==> src/rtl/dpd_pkg.sv <==
package dpd_pkg;

    // One sample of all three phase inputs.
    typedef struct packed {
        logic ref_x;
        logic fb;
        logic ref_e;
    } phase_t;

    localparam int PHASE_W = $bits(phase_t);

    // Falling-edge indications used by the edge detector.
    typedef struct packed {
        logic fb_fall;
        logic re_fall;
    } falls_t;

    typedef enum logic [1:0] {
        EC_HOLD  = 2'd0,
        EC_SET   = 2'd1,
        EC_CLEAR = 2'd2
    } ec_act_t;

    function automatic falls_t find_falls(phase_t prev, phase_t cur);
        falls_t f;
        f.fb_fall = prev.fb    & ~cur.fb;
        f.re_fall = prev.ref_e & ~cur.ref_e;
        return f;
    endfunction

    // Feedback fall sets, reference fall clears, coincident falls hold.
    function automatic ec_act_t ec_decide(falls_t f);
        if (f.fb_fall && !f.re_fall) return EC_SET;
        if (f.re_fall && !f.fb_fall) return EC_CLEAR;
        return EC_HOLD;
    endfunction

endpackage

==> src/rtl/dpd_sync.sv <==
module dpd_sync #(
    parameter int WIDTH  = 3,
    parameter int STAGES = 2
) (
    input  logic             clk,
    input  logic             rst,
    input  logic [WIDTH-1:0] d_i,
    output logic [WIDTH-1:0] q_o
);
    localparam int LAST = STAGES - 1;

    logic [STAGES-1:0][WIDTH-1:0] chain_q;

    always_ff @(posedge clk) begin
        if (rst) begin
            chain_q <= '0;
        end else begin
            chain_q[0] <= d_i;
            for (int i = 1; i < STAGES; i++) begin
                chain_q[i] <= chain_q[i-1];
            end
        end
    end

    assign q_o = chain_q[LAST];
endmodule

==> src/rtl/dpd_edge_track.sv <==
module dpd_edge_track
    import dpd_pkg::*;
(
    input  logic   clk,
    input  logic   rst,
    input  phase_t cur_i,
    output phase_t prev_o,
    output falls_t falls_o
);
    phase_t prev_q;

    always_ff @(posedge clk) begin
        if (rst) prev_q <= '0;
        else     prev_q <= cur_i;
    end

    assign prev_o  = prev_q;
    assign falls_o = find_falls(prev_q, cur_i);
endmodule

==> src/rtl/dpd_xor_det.sv <==
module dpd_xor_det
    import dpd_pkg::*;
(
    input  logic   clk,
    input  logic   rst,
    input  phase_t cur_i,
    output logic   err_o
);
    logic err_q;

    always_ff @(posedge clk) begin
        if (rst) err_q <= 1'b0;
        else     err_q <= cur_i.ref_x ^ cur_i.fb;
    end

    assign err_o = err_q;
endmodule

==> src/rtl/dpd_edge_det.sv <==
module dpd_edge_det
    import dpd_pkg::*;
(
    input  logic   clk,
    input  logic   rst,
    input  falls_t falls_i,
    output logic   err_o
);
    ec_act_t act;
    logic    flag_q;

    assign act = ec_decide(falls_i);

    always_ff @(posedge clk) begin
        if (rst) begin
            flag_q <= 1'b0;
        end else begin
            unique case (act)
                EC_SET:   flag_q <= 1'b1;
                EC_CLEAR: flag_q <= 1'b0;
                default:  flag_q <= flag_q;
            endcase
        end
    end

    assign err_o = flag_q;
endmodule

==> src/rtl/dual_phase_det.sv <==
module dual_phase_det
    import dpd_pkg::*;
#(
    parameter int SYNC_STAGES = 2
) (
    input  logic clk,
    input  logic rst,
    input  logic ref_xor_i,
    input  logic fb_i,
    input  logic ref_edge_i,
    output logic xor_err_o,
    output logic edge_err_o
);
    phase_t raw;
    phase_t samp_cur;
    phase_t samp_prev;
    falls_t falls;

    assign raw.ref_x = ref_xor_i;
    assign raw.fb    = fb_i;
    assign raw.ref_e = ref_edge_i;

    generate
        if (SYNC_STAGES > 0) begin : g_sync
            dpd_sync #(
                .WIDTH (PHASE_W),
                .STAGES(SYNC_STAGES)
            ) u_sync (
                .clk(clk),
                .rst(rst),
                .d_i(raw),
                .q_o(samp_cur)
            );
        end else begin : g_nosync
            assign samp_cur = raw;
        end
    endgenerate

    dpd_edge_track u_track (
        .clk    (clk),
        .rst    (rst),
        .cur_i  (samp_cur),
        .prev_o (samp_prev),
        .falls_o(falls)
    );

    dpd_xor_det u_xor (
        .clk  (clk),
        .rst  (rst),
        .cur_i(samp_cur),
        .err_o(xor_err_o)
    );

    dpd_edge_det u_edge (
        .clk    (clk),
        .rst    (rst),
        .falls_i(falls),
        .err_o  (edge_err_o)
    );
endmodule

==> config.mk <==
export PLATFORM = sky130hd
export DESIGN_NAME = dual_phase_det
export DESIGN_NICKNAME = d
export VERILOG_FILES = /design/src/rtl/dpd_pkg.sv /design/src/rtl/dpd_sync.sv /design/src/rtl/dpd_edge_track.sv /design/src/rtl/dpd_xor_det.sv /design/src/rtl/dpd_edge_det.sv /design/src/rtl/dual_phase_det.sv
export SDC_FILE = /design/constraint.sdc
export NUM_CORES = 1
export LEC_CHECK = 0
export BUFFER_PORTS_ARGS = -buffer_cell sky130_fd_sc_hd__buf_2
export CAP_MARGIN = 20
export CORE_AREA = 2 2 39 41
export CTS_CLUSTER_DIAMETER = 80
export DETAILED_ROUTE_END_ITERATION = 10
export DIE_AREA = 0 0 41 43
export GPL_TIMING_DRIVEN = 0
export MAX_ROUTING_LAYER = met4
export PLACE_DENSITY_LB_ADDON = 0.1
export SLEW_MARGIN = 20
export SYNTH_ARGS = -nofsm -noshare
export SYNTH_HDL_FRONTEND = slang
export SYNTH_SLANG_ARGS = --single-unit
==> constraint.sdc <==
create_clock -name clk -period 1.2 [get_ports clk]
set_input_delay 0.12 -clock clk [delete_from_list [all_inputs] [get_ports clk]]
set_output_delay 0.12 -clock clk [all_outputs]
set_load 0.02 [all_outputs]
After elaboration in Yosys (flattened, before gate mapping)
Index checks and enable logic that the tools add are counted.

operators by class
  $mul = 0
  shift-type cells = 0
  equal/unequal tests = 2
  div/mod/pow operators = 0
  muxes and demuxes = 8
  reductions and logical operators = 5
  bitwise logic cells = 5
  $lt $le $gt $ge = 0
  $add $sub $neg = 0

operators by type and width
  cell                count
  $mux 2              4
  $mux 1              3
  $and 1x1->1         2
  $eq 2x1->1 const B  1
  $eq 2x2->1 const B  1
  $logic_and 1x1->1   2
  $logic_not 1->1     2
  $not 1->1           2
  $pmux 1 s2          1
  $reduce_bool 2->1   1
  $xor 1x1->1         1

word-level totals
  latch bits = 0
  flip-flop bits (word level) = 10
  ROM bits = 0
  memory bits (writable) = 0
  memories kept = 0

Logic depth before layout (Yosys ltp)
Gate-level depths: netlist of the first run.

  word-level depth = 10
  gate-level depth with buffers = 4
  mapped depth without buffers = 4

By module
Synthesis of the first run repeated with hierarchy kept, for this count alone.

unflattened totals
  cell total of the unflattened synthesis = 32
  area total of the unflattened synthesis = 364.1 um2

by module, submodules not included
  module          instances  area each (um2)  seq. area each (um2)  cells an instance
  dpd_sync        1          180.2            120.1                 15
  dpd_edge_track  1          96.3             60.1                  8
  dpd_edge_det    1          55.1             20.0                  6
  dpd_xor_det     1          32.5             20.0                  3

Least setup slack after synthesis of the first run
Ideal clock, no wire load.

  kind = reg2reg
  start = reg g_sync.u_sync.chain_q (netlist bit g_sync.u_sync.q_o[1])
  end = reg u_edge.flag_q, in the netlist u_edge.err_o
  arrival time = 1.073 ns
  slack = 0.061 ns
  clock period less this slack = 1.139 ns
  stages on the path, launching flop included = 5
  path through = dfxtp_1 -> nand2b_1 -> ha_1 -> or2_1 -> a21oi_2

between the ends
  longest elaborated chain between the ends = 10

RTL lines
  what                                                    RTL line            text
  start: declaration                                      dpd_sync.sv:12      logic [STAGES-1:0][WIDTH-1:0] chain_q;
  start signal: indexed assignment                        dpd_sync.sv:20      chain_q[i] <= chain_q[i-1];
  $not 1->1 (*)                                           dpd_pkg.sv:26       f.fb_fall = prev.fb & ~cur.fb;
  $and 1x1->1 (*)                                         dpd_pkg.sv:26
  $logic_not 1->1                                         dpd_pkg.sv:34       if (f.re_fall && !f.fb_fall) return EC_CLEAR;
  $logic_and 1x1->1                                       dpd_pkg.sv:34
  $mux 1 (2 in a row)                                     dpd_pkg.sv:34
  $mux 2                                                  dpd_pkg.sv:35       return EC_HOLD;
  $mux 2 (*)                                              dpd_pkg.sv:34
  $eq 2x2->1 / $eq 2x1->1 (equally long branches)         dpd_edge_det.sv:18  unique case (act)
  $pmux 1 s2 / $reduce_bool 2->1 (equally long branches)  -
  end signal: assignment                                  dpd_edge_det.sv:21  default: flag_q <= flag_q;
  end: declaration                                        dpd_edge_det.sv:10  logic flag_q;

Every way passes the cells marked *; elsewhere a longest branch is shown, timed or not. The select of a mux whose other input is x is not followed.
A chain may end at the register's enable or synchronous reset.

Final worst setup path of the first run
Same ends and word-level chain as after synthesis.

==> results.md, run 1 <==
* CP Data Required Time at 1400 ps
* Relative slew slack at 0.881
* Root Buffer Master: clkbuf_4
* Seq/Total Area, Yosys at 0.653
* Final setup margin at between 30 and 40 ps
* Slowest cell on crit path: dfxtp_2
* First-pass GRT wire length at between 600 and 700 um
* VDD IR max at 0.580 mV
* Synth Area in Simple Gates at 0.249
* Yosys top cell area share at 0.653
* Synth warn at 0
* Drt first pass iters at 2
* Dpl hpwl at between 200 and 300 um
* Die Area at ~1800 um^2
* Critical Path Stages at 4
* DR vias at 195
* Post-Route WL at about 380 um
* Grt total ovfl at 0
* PostCTS Resize Cnt at 0
* Tightest Hold Check Type: primary input to register
* Setup Viol. Count Final at 0
* Hold depth at 2
* Delay-heaviest family, CP: simple AND/OR/NAND/NOR gates
* Pin count of the biggest net entering global routing at 11
* Area Growth Syn to Fin at 28.6%
* Min Tclk post-route at between 1000 and 1500 ps
* Post-Synth Adder-Cell Area at 0.0408
* Distinct cells, synth at 9
* Core area at approximately 1400 um^2
* Leading post-synthesis cells by cell area: dfxtp_1, nor2b_1, ha_1, a21oi_2, xnor2_1
* Leak Pwr at about 0.17 nW
* Unrepaired setup endpoints after global routing: no
* Max-slew violation count at 0
* Worst reg-to-reg path cell count at 4
* Endpoints failing hold at 0
* Area of the mapped netlist at between 300 and 400 um^2
* Post-synthesis compound-gate area fraction at 0.0286
* Layout cell share with drive strength beyond 1 at 0.333
* Status: finished, final reports clean
* Postcts setup bufs at 0
* Post-CTS Hold Fix Bufs at 0
* IO Port Bufs at 6
* Die H at approximately 43 um
* Dpl cells at 48
* GRT Util Overall at 0.0651
* Vias in the first global route at ~190
* CTS sink count at 10
* Row count at 14
* Commonest non-fill, non-tap cells in the layout: nor2b_1, dfxtp_1, buf_2
* Mapped Nets at 32
* Final worst-path cycle share at 0.968
* Critical-path cell list: nand2b_1 > ha_1 > or2_1 > a21oi_2
* Area leader, netlist: dfxtp_1
* Ports at 7
* Mux contribution to synthesized area at 0
* Overall power at 681 uW
* Slowest Stage Delay on Critical Path at ~330 ps
* Kind of critical path: register to register
* Initial DRC Count at 1
* Via/cell ratio at roughly 3.8
* Worst Setup Start Kind: register
* MaxCap Viol Count at 0
* CTS max path bufs at 2
* Residual DRC at 0
* Mapped Cells at 26
* Clk_lat worst skew at 260 ps
* Fillers at about 150
* Nets at 43
* Post-Route Setup TNS at 0 ps
* Post-synthesis xor/xnor area fraction at 0.0286
* Initial Util at 0.222
* CTS tree: yes
* Ant. Diodes at 0
* Worst-path maximum fanout at 3
* Die Span X at 41 um
* Critical path data arrival time at roughly 1400 ps
* PwrDens at 1730 nW/um^2
* Dpl ws at around 18 ps
* Drt wl/cell at roughly 7.2 um
* Clk slew on worst S/H paths at approximately 60 ps
* Mean Syn Cell Area at between 10 and 15 um^2
* Buf+Inv Stages, Crit Path at 0
* FMAX at 860 MHz
* CTS Buf Count at 3
* Largest family of logic cells by synthesized area: simple AND/OR/NAND/NOR gates
* CP endpoint kind: register
* H-tree depth at 1
* Post-route ant nets at 0
* Clk_skew at between 3 and 4 ps
* Initial antenna violation count at 0
* Yosys reg bits at 10
* Slew at the pin closest to its max-slew limit at 178 ps
* Routability cong. at around 0.6
* Finished Layout Cells at 52
-- where the power goes --
part	leakage (nW)	internal [mW]	switching (mW)	total (mW)
combinational	0.0618	0.0185	0.0173	0.0358
sequential	0.0827	0.347	0.00435	0.351
clock	0.0210	0.184	0.110	0.294
-- per-stage QoR --
stage	utilization	cell area [um^2]	hold WS (ps)
final	0.285	394	64.1
after CTS	0.284	393	54.4
after global routing	0.285	394	91.9
after global placement	0.258	357	327
after detailed placement	0.258	357	334
after floorplan	-	307	182
-- final cells by class --
cell class | count | area [um^2] | area share
clock buffers | 4 | 36.3 | 0.0921
repair buffers | 6 | 30.0 | 0.0762
multi-input cells | 16 | 106 | 0.270
well taps | 16 | 20.0 | 0.0508
flip-flops and latches | 10 | 201 | 0.511
-- cell usage after synthesis --
cell      number
a21oi_2        1
nor2b_1        9
nand2b_1       1
or2_1          1
dfxtp_1       10
nand2_1        1
xnor2_1        1
ha_1           1
nor2_1         1
-- logic make-up (layout without fill, tap and decap cells) --
family                   after synthesis  in the layout
AO/OA/AOI/OAI                          1              1
XOR/XNOR                               1              1
adder cells (fa/ha/maj)                1              1
buffers and inverters                  0             10
flip-flops                            10             10
AND/OR/NAND/NOR                       13             13
-- flip-flops by register name (all words and copies together), names as in the netlist --
register,flops
g_sync.u_sync.chain_q,3
g_sync.u_sync.q_o,3
u_track.prev_o,2
u_edge.err_o,1
u_xor.err_o,1
-- per-layer routing --
metal	vias to the layer above	track usage	share of wire
met2	7	0.0719	0.43
met1	87	0.0621	0.47
met5	-	-	0
li1	101	-	-
met4	0	0.0800	0
met3	0	0.0471	0.10
-- final timing paths --
path	to	slack [ps]	start
worst max-delay path	u_edge.err_o$_SDFFE_PP0P_	40	g_sync.u_sync.q_o[1]$_SDFF_PP0_
worst min-delay path	g_sync.u_sync.chain_q[1]$_SDFF_PP0_	60	fb_i
worst max register to register	u_edge.err_o$_SDFFE_PP0P_	40	g_sync.u_sync.q_o[1]$_SDFF_PP0_
worst min register to register	g_sync.u_sync.q_o[0]$_SDFF_PP0_	440	g_sync.u_sync.chain_q[0]$_SDFF_PP0_
Power figures use the tool's default switching activity.
==> run 2: changes to the inputs <==
--- a/config.mk
+++ b/config.mk
@@ -13,7 +13,7 @@
 export DIE_AREA = 0 0 41 43
 export GPL_TIMING_DRIVEN = 0
 export MAX_ROUTING_LAYER = met4
-export PLACE_DENSITY_LB_ADDON = 0.1
+export PLACE_DENSITY = 0.41
 export SLEW_MARGIN = 20
 export SYNTH_ARGS = -nofsm -noshare
 export SYNTH_HDL_FRONTEND = slang
==> constraint.sdc (replaced) <==
create_clock -name clk -period 1.2 [get_ports clk]
set_input_delay 0.06 -clock clk [delete_from_list [all_inputs] [get_ports clk]]
set_output_delay 0.06 -clock clk [all_outputs]
set_load 0.02 [all_outputs]
==> run 2 against run 1 <==
  * Via count rose by 1.5%
  * Power fell by 11%
  * Maximum frequency rose by 4.0%
  * Highest routed layer unchanged
  * Wire length rose by 5.3%
  * Combinational power rose by 13%
  * Clock power fell by 27%
  * Global-route usage rose by 0.30 points
  * Critical path depth did not move
  * Final cell count rose by 1.9%
  * Sequential share of layout area fell by 0.48 points
  * Worst hold slack got worse by 55 ps
==> results.md, run 2 (synthesis gave the netlist of run 1 again) <==
* Status: finished, final reports clean
* Ant. Diodes at 0 (unchanged)
* MaxCap Viol Count at 0 (unchanged)
* Post-Route WL at 396 um (+5.3%)
* Final worst-path cycle share at 0.931 (-0.0370)
* CTS Buf Count at 3 (unchanged)
* Vias in the first global route at 184 (-4.7%)
* CTS sink count at 10 (unchanged)
* Row count at 14 (unchanged)
* Core area at 1380 um^2 (unchanged)
* Launching point of the worst reg2reg path: g_sync.u_sync.q_o[1]$_SDFF_PP0_
* Crit. Startpoint: g_sync.u_sync.q_o[1]$_SDFF_PP0_
* Commonest non-fill, non-tap cells in the layout: nor2b_1, dfxtp_1, buf_2
* Die H at 43 um (unchanged)
* Overall power at 608 uW (-11%)
* Via/cell ratio at 3.74 (-0.38%)
* Post-Route Setup TNS at 0 ps (unchanged)
* Drt first pass iters at 2 (unchanged)
* Residual DRC at 0 (unchanged)
* GRT Util Overall at 0.0682 (+0.00303)
* VDD IR max at 0.448 mV (-23%)
* Endpoints failing hold at 0 (unchanged)
* Routability cong. at 0.601 (+0.15%)
* Grt total ovfl at 0 (unchanged)
* Clk_lat worst skew at 260 ps (about the same)
* IO Port Bufs at 6 (unchanged)
* Min Tclk post-route at 1120 ps (-44.4 ps)
* Setup crit end: u_edge.err_o$_SDFFE_PP0P_
* Worst Setup Start Kind: register
* H-tree depth at 1 (unchanged)
* Layout cell share with drive strength beyond 1 at 0.324 (-0.00901)
* First-pass GRT wire length at 703 um (+7.3%)
* Flop2flop setup slack at 80 ps (+40 ps)
* Post-route ant nets at 0 (unchanged)
* Hold_ws at 8.80 ps (-55.3 ps)
* Initial DRC Count at 3 (+2)
* Final Instance Area at 398 um^2 (+0.95%)
* CTS tree: yes
* Dpl cells at 48 (unchanged)
* Initial Util at 0.222 (unchanged)
* PwrDens at 1530 nW/um^2 (-12%)
* Ports at 7 (unchanged)
* CP endpoint kind: register
* Setup Viol. Count Final at 0 (unchanged)
* Area Growth Syn to Fin at 29.8%
* Fillers at 158 (+3.3%)
* Drt wl/cell at 7.47 um (+3.3%)
* Kind of critical path: register to register
* Pin count of the biggest net entering global routing at 11 (unchanged)
* DR vias at 198 (+1.5%)
* Placement Cell Area at 357 um^2 (unchanged)
* FMAX at 895 MHz (+4.0%)
* CTS max path bufs at 2 (unchanged)
* Relative slew slack at 0.882 (about the same)
* Worst-path maximum fanout at 3 (unchanged)
* Nets at 45 (+4.7%)
* Tightest Hold Check Type: primary input to register
* Root Buffer Master: clkbuf_4
* Initial antenna violation count at 0 (unchanged)
* R2R Path End: u_edge.err_o$_SDFFE_PP0P_
* CP Data Required Time at 1400 ps (about the same)
* Leak Pwr at 0.167 nW (+1.0%)
* Max-slew violation count at 0 (unchanged)
* Worst reg-to-reg path cell count at 4 (unchanged)
* Die Span X at 41 um (unchanged)
* Critical path data arrival time at 1320 ps (-40 ps)
* Die Area at 1760 um^2 (unchanged)
* Slew at the pin closest to its max-slew limit at 177 ps (-0.485 ps)
* Clk slew on worst S/H paths at 60 ps (about the same)
* Unrepaired setup endpoints after global routing: no
* Finished Layout Cells at 53 (+1.9%)
* Clk_skew at 4.66 ps (+1.54 ps)
run 2: cell types whose count changed in the layout (fill, tap and decap cells not counted), sizes merged:
cell | previous run | this run
dlygate4sd3 | 0 | 1
clkbuf | 4 | 3
buf | 6 | 7
run 2: per-stage QoR:
step / utilization / setup WS [ps]
4_1_cts: 0.281 / 13.6
3_5_place_dp: 0.258 / 23.4
2_1_floorplan: - / 61.0
5_1_grt: 0.288 / 6.49
6_report: 0.288 / 82.2
3_3_place_gp: 0.258 / 29.8
run 2: worst max-delay path, stage by stage, from the launching register on:
cell	delay, ps
dfxtp_2	320
nand2b_1	140
ha_1	280
or2_1	220
a21oi_2	100
run 2: report_power, final:
part	total [mW]	switching (mW)	internal (mW)	leakage (nW)
Sequential	0.352	0.00463	0.347	0.0827
Clock	0.215	0.100	0.115	0.0138
Combinational	0.0405	0.0180	0.0225	0.0707
run 2: how the worst min path moves through the flow:
stage	cells past startpoint	end	from
floorplan	1	u_edge.err_o$_SDFFE_PP0P_	rst
global placement	2	g_sync.u_sync.chain_q[2]$_SDFF_PP0_	ref_xor_i
detailed placement	2	g_sync.u_sync.chain_q[1]$_SDFF_PP0_	fb_i
CTS	2	g_sync.u_sync.chain_q[0]$_SDFF_PP0_	ref_edge_i
global route	2	g_sync.u_sync.chain_q[2]$_SDFF_PP0_	ref_xor_i
finish	2	g_sync.u_sync.chain_q[0]$_SDFF_PP0_	ref_edge_i
run 2: repair_timing:
| item | 4_1_cts | 5_1_grt |
|---|---|---|
| hold buffers | 1 | 0 |
| resized for setup | 0 | 1 |
| endpoints found under the hold margin | 1 | 0 |
| endpoints found under the setup margin | 0 | 1 |
| setup buffers | 0 | 1 |
run 2: area by class of cell:
| type | count | area, um^2 | area share |
|---|---|---|---|
| multi-input combinational | 16 | 106 | 0.267 |
| timing repair buffer | 8 | 47.5 | 0.119 |
| clock buffer | 3 | 22.5 | 0.0566 |
| sequential | 10 | 201 | 0.506 |
| tap | 16 | 20.0 | 0.0503 |
run 2: routing by layer:
layer  track usage  wire, um  vias to the layer above
li1              -         -                      104
met1        0.0749       168                       85
met2        0.0781       181                        9
met3        0.0471        45                        0
met4        0.0600         0                        0
met5             -         0                        -
